**src/rtl/hwloop_pkg.sv**
```systemverilog
package hwloop_pkg;
  typedef enum logic {
    CNT_FROM_REG = 1'b0,
    CNT_FROM_IMM = 1'b1
  } cnt_src_e;
endpackage

```
**src/rtl/hwloop_count_sel.sv**
```systemverilog
module hwloop_count_sel #(
  parameter int IMM_W = 8,
  parameter int REG_W = 32,
  parameter int CNT_W = 16
) (
  input  logic             src_imm_i,
  input  logic [IMM_W-1:0] imm_i,
  input  logic [REG_W-1:0] reg_i,
  output logic [CNT_W-1:0] cnt_o,
  output logic             zero_o
);
  import hwloop_pkg::*;

  logic [CNT_W-1:0] from_imm;
  logic [CNT_W-1:0] from_reg;

  // Immediate carries count minus one; widen before adding so 255 -> 256.
  assign from_imm = CNT_W'(imm_i) + CNT_W'(1);

  generate
    if (REG_W > CNT_W) begin : g_trim
      logic unused_reg_hi;
      assign from_reg      = reg_i[CNT_W-1:0];
      assign unused_reg_hi = ^reg_i[REG_W-1:CNT_W];
    end else begin : g_widen
      assign from_reg = CNT_W'(reg_i);
    end
  endgenerate

  assign cnt_o  = (cnt_src_e'(src_imm_i) == CNT_FROM_IMM) ? from_imm : from_reg;
  assign zero_o = (cnt_o == '0);
endmodule

```
**src/rtl/hwloop_steer.sv**
```systemverilog
module hwloop_steer #(
  parameter int PC_W  = 16,
  parameter int OFF_W = 8,
  parameter int CNT_W = 16
) (
  input  logic             clk_i,
  input  logic             rst_i,
  input  logic             start_i,
  input  logic             zero_i,
  input  logic [PC_W-1:0]  start_pc_i,
  input  logic [OFF_W-1:0] end_off_i,
  input  logic             retire_i,
  input  logic [PC_W-1:0]  seq_pc_i,
  input  logic             active_i,
  input  logic [CNT_W-1:0] cnt_i,
  input  logic [PC_W-1:0]  top_i,
  input  logic [PC_W-1:0]  end_i,
  output logic [PC_W-1:0]  new_top_o,
  output logic [PC_W-1:0]  new_end_o,
  output logic             hit_o,
  output logic             last_o,
  output logic [PC_W-1:0]  next_pc_o,
  output logic             redirect_o
);
  assign new_top_o = start_pc_i + PC_W'(1);
  assign new_end_o = start_pc_i + PC_W'(end_off_i);

  // A start outranks a retirement in the same cycle.
  assign hit_o  = retire_i && !start_i && active_i && (seq_pc_i == end_i);
  assign last_o = (cnt_i == CNT_W'(1));

  always_comb begin
    next_pc_o  = seq_pc_i;
    redirect_o = 1'b0;
    if (start_i) begin
      if (zero_i) begin
        next_pc_o  = new_end_o;
        redirect_o = 1'b1;
      end else begin
        next_pc_o = new_top_o;
      end
    end else if (hit_o && !last_o) begin
      next_pc_o  = top_i;
      redirect_o = 1'b1;
    end
  end

  assert_quiet_R7: assert property (@(posedge clk_i) disable iff (rst_i)
    (!start_i && !retire_i) |-> (!redirect_o && next_pc_o == seq_pc_i));

  assert_back_to_top_R5: assert property (@(posedge clk_i) disable iff (rst_i)
    (redirect_o && !start_i) |-> (active_i && next_pc_o == top_i));
endmodule

```
**src/rtl/hwloop_state.sv**
```systemverilog
module hwloop_state #(
  parameter int PC_W  = 16,
  parameter int CNT_W = 16
) (
  input  logic             clk_i,
  input  logic             rst_i,
  input  logic             load_i,
  input  logic [PC_W-1:0]  top_d_i,
  input  logic [PC_W-1:0]  end_d_i,
  input  logic [CNT_W-1:0] cnt_d_i,
  input  logic             intr_d_i,
  input  logic             hit_i,
  input  logic             last_i,
  output logic             active_o,
  output logic [CNT_W-1:0] cnt_o,
  output logic [PC_W-1:0]  top_o,
  output logic [PC_W-1:0]  end_o,
  output logic             intr_o
);
  always_ff @(posedge clk_i) begin
    if (rst_i) begin
      active_o <= 1'b0;
      cnt_o    <= '0;
      top_o    <= '0;
      end_o    <= '0;
      intr_o   <= 1'b0;
    end else if (load_i) begin
      active_o <= 1'b1;
      cnt_o    <= cnt_d_i;
      top_o    <= top_d_i;
      end_o    <= end_d_i;
      intr_o   <= intr_d_i;
    end else if (hit_i) begin
      cnt_o <= cnt_o - CNT_W'(1);
      if (last_i) active_o <= 1'b0;
    end
  end

  assert_reset_clears_R10: assert property (@(posedge clk_i)
    rst_i |=> (!active_o && cnt_o == '0));

  assert_live_count_R6: assert property (@(posedge clk_i) disable iff (rst_i)
    active_o |-> (cnt_o != '0));

  assert_load_R4: assert property (@(posedge clk_i) disable iff (rst_i)
    load_i |=> (active_o && cnt_o == $past(cnt_d_i) && top_o == $past(top_d_i)));

  assert_pass_decrement_R5: assert property (@(posedge clk_i) disable iff (rst_i)
    (hit_i && !load_i) |=> (cnt_o == $past(cnt_o) - CNT_W'(1)));

  assert_exit_R6: assert property (@(posedge clk_i) disable iff (rst_i)
    (hit_i && !load_i && cnt_o == CNT_W'(1)) |=> !active_o);
endmodule

```
**src/rtl/hwloop_ctrl.sv**
```systemverilog
module hwloop_ctrl #(
  parameter int PC_W  = 16,
  parameter int OFF_W = 8,
  parameter int IMM_W = 8,
  parameter int REG_W = 32,
  parameter int CNT_W = 16
) (
  input  logic             clk_i,
  input  logic             rst_i,
  input  logic             start_i,
  input  logic             start_imm_i,
  input  logic             start_intr_i,
  input  logic [IMM_W-1:0] imm_cnt_i,
  input  logic [REG_W-1:0] reg_cnt_i,
  input  logic [OFF_W-1:0] end_off_i,
  input  logic [PC_W-1:0]  start_pc_i,
  input  logic             retire_i,
  input  logic [PC_W-1:0]  seq_pc_i,
  output logic [PC_W-1:0]  next_pc_o,
  output logic             redirect_o,
  output logic             active_o,
  output logic [CNT_W-1:0] count_o,
  output logic [PC_W-1:0]  loop_top_o,
  output logic [PC_W-1:0]  loop_end_o,
  output logic             intr_o
);
  logic [CNT_W-1:0] cnt_new;
  logic             cnt_zero;
  logic [PC_W-1:0]  top_new;
  logic [PC_W-1:0]  end_new;
  logic             hit;
  logic             last;
  logic             load;

  assign load = start_i && !cnt_zero;

  hwloop_count_sel #(.IMM_W(IMM_W), .REG_W(REG_W), .CNT_W(CNT_W)) u_cnt (
    .src_imm_i (start_imm_i),
    .imm_i     (imm_cnt_i),
    .reg_i     (reg_cnt_i),
    .cnt_o     (cnt_new),
    .zero_o    (cnt_zero)
  );

  hwloop_steer #(.PC_W(PC_W), .OFF_W(OFF_W), .CNT_W(CNT_W)) u_steer (
    .clk_i      (clk_i),
    .rst_i      (rst_i),
    .start_i    (start_i),
    .zero_i     (cnt_zero),
    .start_pc_i (start_pc_i),
    .end_off_i  (end_off_i),
    .retire_i   (retire_i),
    .seq_pc_i   (seq_pc_i),
    .active_i   (active_o),
    .cnt_i      (count_o),
    .top_i      (loop_top_o),
    .end_i      (loop_end_o),
    .new_top_o  (top_new),
    .new_end_o  (end_new),
    .hit_o      (hit),
    .last_o     (last),
    .next_pc_o  (next_pc_o),
    .redirect_o (redirect_o)
  );

  hwloop_state #(.PC_W(PC_W), .CNT_W(CNT_W)) u_state (
    .clk_i    (clk_i),
    .rst_i    (rst_i),
    .load_i   (load),
    .top_d_i  (top_new),
    .end_d_i  (end_new),
    .cnt_d_i  (cnt_new),
    .intr_d_i (start_intr_i),
    .hit_i    (hit),
    .last_i   (last),
    .active_o (active_o),
    .cnt_o    (count_o),
    .top_o    (loop_top_o),
    .end_o    (loop_end_o),
    .intr_o   (intr_o)
  );

  assert_skip_keeps_state_R3: assert property (@(posedge clk_i) disable iff (rst_i)
    (start_i && cnt_zero) |=> ($stable(active_o) && $stable(count_o) && $stable(loop_end_o)));

  assert_start_wins_R9: assert property (@(posedge clk_i) disable iff (rst_i)
    (start_i && !cnt_zero && retire_i) |=> (count_o == $past(cnt_new)));
endmodule

```
**config.mk**
```make
export PLATFORM = sky130hd
export DESIGN_NAME = hwloop_ctrl
export DESIGN_NICKNAME = d
export VERILOG_FILES = /design/src/rtl/hwloop_pkg.sv /design/src/rtl/hwloop_count_sel.sv /design/src/rtl/hwloop_steer.sv /design/src/rtl/hwloop_state.sv /design/src/rtl/hwloop_ctrl.sv
export SDC_FILE = /design/constraint.sdc
export NUM_CORES = 1
export LEC_CHECK = 0
export BUFFER_PORTS_ARGS = -buffer_cell sky130_fd_sc_hd__buf_4
export CAP_MARGIN = 30
export CORE_MARGIN = 4
export CORE_UTILIZATION = 45
export DETAILED_ROUTE_END_ITERATION = 10
export PLACE_DENSITY_LB_ADDON = 0.15
export SLEW_MARGIN = 20
export SYNTH_ARGS = -nofsm -noshare
export SYNTH_HDL_FRONTEND = slang
export SYNTH_SLANG_ARGS = --single-unit
```
**constraint.sdc**
```tcl
create_clock -name clk_i -period 3.48 [get_ports clk_i]
set_input_delay 0.696 -clock clk_i [delete_from_list [all_inputs] [get_ports clk_i]]
set_output_delay 0.696 -clock clk_i [all_outputs]
set_load 0.005 [all_outputs]
```
== After elaboration in Yosys (flattened, before gate mapping) ==
Index checks and enable logic that the tools add are counted.

* Register bits: 50

* Muxes and demuxes: 12
* Equality and inequality tests: 2
* Add/sub/neg operators: 4
* Reductions and logical operators: 12

{| class="wikitable"
|+ Operators with widths
! kind !! count
|-
| two-way mux 16 bit || 6
|-
| adder 16 x 1 -> 16 bit (second input constant) || 1
|-
| adder 16 x 8 -> 16 bit || 1
|-
| equality test 16 x 1 -> 1 bit (second input constant) || 1
|-
| equality test 16 bit || 1
|-
| logical NOT 16 bit || 1
|-
| subtractor 16 x 1 -> 16 bit (second input constant) || 1
|-
| adder 8 x 1 -> 9 bit (second input constant) || 1
|-
| two-way mux 1 bit || 6
|-
| logical AND 1 bit || 5
|-
| nonzero test 2 bit || 2
|-
| logical NOT 1 bit || 3
|-
| AND reduction 2 bit || 1
|}

== Depth between registers and ports, before layout ==
Gate-level depths: netlist of the first run.

* Depth after elaboration: 7
* Depth in mapped cells: 10
* Mapped depth without buffers: 10

== Hierarchy ==
A second synthesis of the first run with hierarchy kept.

* Cells, all modules: 474
* Area total of the unflattened synthesis: 3,978.8 um^2

{| class="wikitable"
|+ Modules (own cells, without submodules)
! module !! times used !! cells each !! area each (um^2) !! sequential area each (um^2)
|-
| hwloop_state || 1 || 217 || 2,099.5 || 1,001.0
|-
| hwloop_steer || 1 || 205 || 1,534.0 || 0.0
|-
| hwloop_count_sel || 1 || 51 || 331.6 || 0.0
|-
| hwloop_ctrl || 1 || 1 || 13.8 || 0.0
|}

== Least setup slack after synthesis of the first run ==
Ideal clock, no wire load.

* Path kind: in2out
* Start point: in imm_cnt_i[0]
* End point: out next_pc_o[9]
* Cell stages on the path: 8
* Data arrival time: 2.824 ns
* Slack: -0.040 ns
* Data required time: 2.784 ns
* Cells stage by stage: ha_1 xnor2_1 nand4b_1 a221o_1 nor4_4 a21boi_1 or4_1 a31oi_1

* Word-level cells in the longest chain between the ends: 5

{| class="wikitable"
|+ Ends and longest elaborated chain
! item !! RTL line !! source
|-
| start: declaration || hwloop_ctrl.sv:13 || <nowiki>input logic [IMM_W-1:0] imm_cnt_i,</nowiki>
|-
| adder 8 x 1 -> 9 bit || hwloop_count_sel.sv:18 || <nowiki>assign from_imm = CNT_W'(imm_i) + CNT_W'(1);</nowiki>
|-
| two-way mux 16 bit || hwloop_count_sel.sv:30 || <nowiki>assign cnt_o = (cnt_src_e'(src_imm_i) == CNT_FROM_IMM) ? from_imm : from_reg;</nowiki>
|-
| logical NOT 16 bit || hwloop_count_sel.sv:31 || <nowiki>assign zero_o = (cnt_o == '0);</nowiki>
|-
| two-way mux 16 bit || hwloop_steer.sv:36 || <nowiki>if (zero_i) begin</nowiki>
|-
| two-way mux 16 bit || hwloop_steer.sv:35 || <nowiki>if (start_i) begin</nowiki>
|-
| end: declaration || hwloop_ctrl.sv:19 || <nowiki>output logic [PC_W-1:0] next_pc_o,</nowiki>
|}

Every way passes these cells.

== Final worst setup path of the first run ==
* Start point: in imm_cnt_i[5]
* End point: out next_pc_o[11]

The elaborated chain is that of the path after synthesis.

==> qor.yml, run 1 <==
fillCellCount: 644
yosysWarnings: 0
track_usage: 0.266
power_density_mw_per_mm2: 273
async_reset_ff_frac: 0
cp_slowest_cell: "or4_4"
synth-simple-area-share: 0.255
hold_violations: 0
critPathMaxFanout: 5
rsz0062_at_grt: "true"
synth_mux_area_frac: 0.0781
synth_top_family_by_area: "simple AND/OR/NAND/NOR gates"
cts_max_path_buffers: 2
dieArea_sq_mm: 0.0103
synth-seq-cells: 50
start_util: 0.470
endpoint_kind: "primary output"
setup_tns_ns: -1.61
layout.nets: 805
grt_pass1_vias: 4493
maxSlewHeadroom: 0.450
drv_cap: 0
slew_violations: 0
critPathArrivalTime_ns: 2.99
firstDrtPassIters: 5
finalSetupViolations: 15
worstPathCellList: "buf_6 -> nand4_1 -> or3_1 -> a31oi_1 -> buf_4 -> nor4_4 -> buf_6 -> buf_4 -> and3_4 -> or4_4 -> and3_4 -> buf_4"
yosysMostFrequentCell: "nor2_1"
vias: 4661
numClockSinks: 50
yosysTopAreaCellShare: 0.254
diodes: 0
hold_path_class: "reg -> reg"
synth_edf_count: 0
drt-initial-drc-count: 226
synth_common_cells: "nor2_1 (58), dfxtp_1 (50), nand2_1 (46)"
synth_area_leaders: "dfxtp_1 (25%), xnor2_1 (9.6%), mux2i_1 (6.1%), nor2_1 (5.5%), a211oi_1 (5.3%)"
cpMostUsedCell: "buf_4"
netlist.top_cell.by_area: "dfxtp_1"
hpwl_mm: 10.4
grt-ovfl-total: 0
worst_setup_path_start_kind: "input pin"
finalHoldWorstSlack_ns: 0.463
tritoncts: "built"
cts_hold_buf: 0
drc: 0
fmax_mhz: 271
place.gp.congestion: 0.898
die_h_microns: 102
synth_fa_ha_area_frac: 0.0432
synthCells: 515
h-tree-depth: 2
via_per_inst: 5.75
fin_ws_ns: -0.205
syn_area_per_cell_sq_um: 7.65
p_total_mw: 1.66
rows: 33
boundaryPins: 153
grt_max_degree: 51
period_needed_ns: 3.68
fp.dieW_microns: 102
syn_nets: 614
ys_types: 54
violations: "negative setup slack"
status: "finished, violations left"
instances_no_fill: 811
clk_pin_slew_ns: 0.10
dp_cells: 790
synth_compound_area_frac: 0.193
p_leak_nw: 2.69
synth_xor_area_frac: 0.127
cts_buffers: 5
multi_input_area_sq_mm: 0.00306
core_area_sq_mm: 0.00838
clk_latency_ns: 0.31
irDropWorstVdd_v: 0.000155
critical-path-max-stage-delay_ns: 0.48
syn2layout_area_growth_pct: 54.1
synth_seq_area_share: 0.254
crit_type: "in -> out"
seq_area_sq_mm: 0.00100
wl_mm: 14.2
numPortBuffers: 136
synth_ff_type: "dfxtp_1"
grt_antenna_before_repair: 0
syn_area_sq_mm: 0.00394
drive_gt1_frac: 0.399
grt_pass1_wl_mm: 22.0
cp.required_ns: 2.78
ant_nets: 0
clockRootBuffer: "clkbuf_8"
fin_crit_sh: 1.06
worstMarginPinSlew_ns: 0.825
wire_per_inst_microns: 17.5
final.setup_skew_ns: 0.0113
## power by group
group          leakage [nW]  total [mW]  switching, mW  internal [mW]
sequential            0.414       0.656         0.0416          0.615
combinational          2.23       0.653          0.315          0.338
clock                0.0373       0.346          0.207          0.139
## cell type report
| class | count | share of cell area |
|---|---|---|
| Clock buffer | 6 | 0.0120 |
| Clock inverter | 1 | 0.00124 |
| Inverter | 14 | 0.00866 |
| Multi-Input combinational cell | 419 | 0.504 |
| Sequential cell | 50 | 0.165 |
| Tap cell | 105 | 0.0216 |
| Timing Repair Buffer | 216 | 0.288 |
## sequential cells by signal (all words and copies together), names as in the netlist
name / flops
u_state.intr_o: 1
u_state.top_o: 16
u_state.end_o: 16
u_state.cnt_o: 16
u_state.active_o: 1
## routing by layer
| metal | GRT usage | share of wire |
|---|---|---|
| met1 | 0.327 | 0.40 |
| met2 | 0.465 | 0.51 |
| met3 | 0.0393 | 0.064 |
| met4 | 0.106 | 0.031 |
| met5 | 0 | 0 |
## kinds of logic after synthesis
kind of cell / count (synthesis)
AOI/OAI and AO/OA: 114
buffers and inverters: 46
muxes: 30
xor gates and xnor gates: 57
adders and majority gates: 13
DFF: 50
and+or+nand+nor: 205
## placed cells by master (no fill, tap or decap), drive strengths merged, types with 14 or more instances in the layout
master  instances
buf           216
nor2           58
dfxtp          50
nand2          46
xnor2          43
a21oi          36
a211oi         28
nand3          25
mux2i          24
nor3           20
xor2           14
inv            14
o21ai          14
## worst max-delay path, delay by kind of cell
family	cells	cell delay (ns)
AOI/OAI and AO/OA	1	0.19
buffers and inverters	5	0.65
and+or+nand+nor	6	1.45
## metrics by stage
stage	instance area (sq um)	util	setup WS, ns
floorplan	3950	-	0.0383
global placement	5470	0.653	-0.347
detailed placement	5470	0.653	-0.409
CTS	5820	0.695	-0.130
global route	6070	0.724	-0.321
finish	6070	0.724	-0.205
## what timing repair did
| action | CTS | global route |
|---|---|---|
| setup endpoints to repair | 17 | 16 |
| gates resized for setup | 56 | 39 |
| cloned | 0 | 0 |
| pin swaps | 19 | 21 |
| setup buffers | 3 | 11 |
## path summary, 6_finish.rpt
check | from | endpoint | slack [ns] | cells past startpoint
worst max-delay path | imm_cnt_i[5] | next_pc_o[11] | -0.20 | 12
worst min-delay path | u_state.intr_o$_SDFFE_PP0P_ | u_state.intr_o$_SDFFE_PP0P_ | 0.46 | 2
worst max register to register | u_state.end_o[2]$_SDFFE_PP0P_ | u_state.cnt_o[8]$_SDFFE_PP0P_ | 0.90 | 8
worst min register to register | u_state.intr_o$_SDFFE_PP0P_ | u_state.intr_o$_SDFFE_PP0P_ | 0.46 | 2
(Power assumes the default switching activity.)
==> inputs of run 2 (changes only) <==
--- a/config.mk
+++ b/config.mk
@@ -5,11 +5,13 @@
 export SDC_FILE = /design/constraint.sdc
 export NUM_CORES = 1
 export LEC_CHECK = 0
+export ABC_AREA = 1
 export BUFFER_PORTS_ARGS = -buffer_cell sky130_fd_sc_hd__buf_4
 export CAP_MARGIN = 30
 export CORE_MARGIN = 4
-export CORE_UTILIZATION = 45
+export CORE_UTILIZATION = 46
 export DETAILED_ROUTE_END_ITERATION = 10
+export MAX_ROUTING_LAYER = met4
 export PLACE_DENSITY_LB_ADDON = 0.15
 export SLEW_MARGIN = 20
 export SYNTH_ARGS = -nofsm -noshare
==> qor.yml, run 2 <==
critical-path-max-stage-delay_ns: 0.33
rsz0062_at_grt: "false"
diodes: 0
cpMostUsedCell: "nand2_1"
grt_antenna_before_repair: 0
synth_seq_area_share: 0.236
cp-startpoint: "start_pc_i[2]"
critical-path-top-delay-family: "simple AND/OR/NAND/NOR gates"
cts_hold_buf: 0
synth-seq-cells: 50
worstPathCellList: "buf_4 -> ha_1 -> a21oi_1 -> nand2_1 -> nand2_1 -> nand4_1 -> nand2_1 -> o21ai_0 -> xor2_1 -> nand2_1 -> nand3_1 -> buf_4"
drv_cap: 0
clk_latency_ns: 0.31
grt-ovfl-total: 0
dr.max_layer_used: "met4"
numPortBuffers: 136
via_per_inst: 5.33
place.gp.congestion: 0.941
stdcell_area_sq_mm: 0.00548
boundaryPins: 153
layout.nets: 944
track_usage: 0.260
synth_area_leaders: "dfxtp_1 (24%), nand2_1 (18%), nand3_1 (9.7%), inv_1 (7.7%), nor2_1 (7.3%)"
yosysMostFrequentCell: "nand2_1"
clock_power_share: 0.257
fp.dieW_microns: 104
numClockSinks: 50
final.setup_skew_ns: 0.00711
drive_gt1_frac: 0.201
clockRootBuffer: "clkbuf_8"
synthCells: 718
critPathMaxFanout: 4
h-tree-depth: 2
cts_buffers: 5
dr_wl_met2_mm: 6.21
cp_slowest_cell: "ha_1"
seq_power_share: 0.402
synth_ff_type: "dfxtp_1"
hpwl_mm: 11.2
grt_pass1_wl_mm: 22.9
reg2reg_depth: 9
worst_setup_path_start_kind: "input pin"
dpl_cell_area_sq_mm: 0.00533
async_reset_ff_frac: 0
core_area_sq_mm: 0.00885
drt-initial-drc-count: 462
ant_nets: 0
die_h_microns: 104
firstDrtPassIters: 5
synth-simple-area-share: 0.431
holdPathStages: 2
worstMarginPinSlew_ns: 0.555
irDropWorstVdd_v: 0.000156
drc: 0
hold_path_class: "reg -> reg"
final_common_cell: "nand2_1"
netlist.top_cell.by_area: "dfxtp_1"
status: "finished clean"
maxSlewHeadroom: 0.630
switching_share: 0.343
synth_compound_area_frac: 0.0929
crit_cells: 12
p_sw_uw: 562
fmax_mhz: 304
slew_violations: 0
syn2layout_area_growth_pct: 29.1
grt_max_degree: 45
route.met3.wl_mm: 1.27
rr_startpoint: "u_state.end_o[12]$_SDFFE_PP0P_"
synth_mux_area_frac: 0
period_needed_ns: 3.29
clk_pin_slew_ns: 0.10
yosysWarnings: 0
synth_top_family_by_area: "simple AND/OR/NAND/NOR gates"
m1WireLength_mm: 6.55
synth_common_cells: "nand2_1 (198), inv_1 (87), nor2_1 (83)"
tritoncts: "built"
yosysTopAreaCellShare: 0.236
cts_max_path_buffers: 2
synth_xor_area_frac: 0.0888
fin_crit_sh: 0.946
syn_area_per_cell_sq_um: 5.91
power_density_mw_per_mm2: 299
synth_edf_count: 0
cp.required_ns: 2.78
p_leak_nw: 2.80
vias: 5083
rows: 34
crit_type: "in -> out"
mostFrequentLayoutCells: "nand2_1 (196), buf_4 (148), inv_1 (87), nand3_1 (81), nor2_1 (81)"
p_int_mw: 1.08
grt_pass1_vias: 4615
setup_tns_ns: 0
critPathArrivalTime_ns: 2.60
ys_types: 34
start_util: 0.479
dieArea_sq_mm: 0.0108
synth_fa_ha_area_frac: 0.0401
min_from: "u_state.top_o[13]$_SDFFE_PP0P_"
worst-path-buf-inv: 2
endpoint_kind: "primary output"
wire_per_inst_microns: 14.8
reg.largest.list: "u_state.cnt_o x16, u_state.end_o x16, u_state.top_o x16"
hold_violations: 0
finalSetupViolations: 0
wl_mm: 14.2
share_comb_of_total_power: 0.341
syn_nets: 817
syn_area_sq_mm: 0.00424
run 2: cell count changes after synthesis, sizes merged, moves of 11 or more:
cell    previous run  this run
nand2             46       199
o21ai             14        25
xnor2             43        13
inv               14        89
and3              11         0
mux2i             24         0
nand4              8        19
a211oi            28         0
xor2              14        30
nand3             25        83
nor2              58        84
nand3b             1        12
run 2: final cells by class:
| cell class | instances | area, sq um |
|---|---|---|
| well taps | 108 | 135 |
| fillers | 894 | 3370 |
| clock buffers | 6 | 72.6 |
| inverters | 89 | 337 |
| flip-flops and latches | 50 | 1000 |
| clock inverters | 2 | 37.5 |
| multi-input cells | 551 | 2780 |
| repair buffers | 148 | 1110 |
run 2: kinds of logic (layout without fill, tap and decap cells):
| family | count (synthesis) | after routing |
|---|---|---|
| and+or+nand+nor | 419 | 419 |
| buffers and inverters | 117 | 245 |
| AOI/OAI and AO/OA | 76 | 76 |
| DFF | 50 | 50 |
| xor gates and xnor gates | 43 | 43 |
| adders and majority gates | 13 | 13 |
run 2: path summary, 6_finish.rpt:
path	to	slack (ns)
setup / recovery	next_pc_o[11]	0.19
setup reg to reg	u_state.cnt_o[15]$_SDFFE_PP0P_	1.26
hold reg to reg	u_state.top_o[13]$_SDFFE_PP0P_	0.49
hold / removal	u_state.top_o[13]$_SDFFE_PP0P_	0.49
run 2: per-stage QoR:
step,power (mW),util,cells,hold slack [ns],worst slack (ns)
final,1.64,0.619,954,0.489,0.187
after global routing,1.73,0.619,954,0.520,0.0187
after CTS,1.63,0.615,951,0.491,0.108
after detailed placement,1.22,0.602,943,0.476,0.108
after global placement,1.21,0.602,943,0.464,0.159
after floorplan,0.962,-,718,0.468,0.568
run 2: repair_timing:
| action | 4_1_cts | 5_1_grt |
|---|---|---|
| endpoints found under the setup margin | 0 | 9 |
| resized for setup | 0 | 6 |
| setup buffers | 0 | 3 |
run 2: power by group through the flow:
stage	clock [mW]	combinational [mW]	sequential (mW)
after CTS	0.421	0.549	0.657
after global routing	0.446	0.620	0.664
after floorplan	0	0.300	0.663
final	0.421	0.558	0.658
after detailed placement	0	0.546	0.670
after global placement	0	0.537	0.668
run 2: worst min-delay path: cells and delay by family, from the launching register on:
family	cells	cell delay, ns
flip-flops	1	0.34
AND/OR/NAND/NOR	1	0.06
AO/OA/AOI/OAI	1	0.05
run 2: layer usage:
| metal | vias up | global-route usage |
|---|---|---|
| met3 | 15 | 0.0403 |
| li1 | 2552 | - |
| met4 | 0 | 0.0579 |
| met1 | 2287 | 0.369 |
| met5 | - | - |
| met2 | 229 | 0.389 |
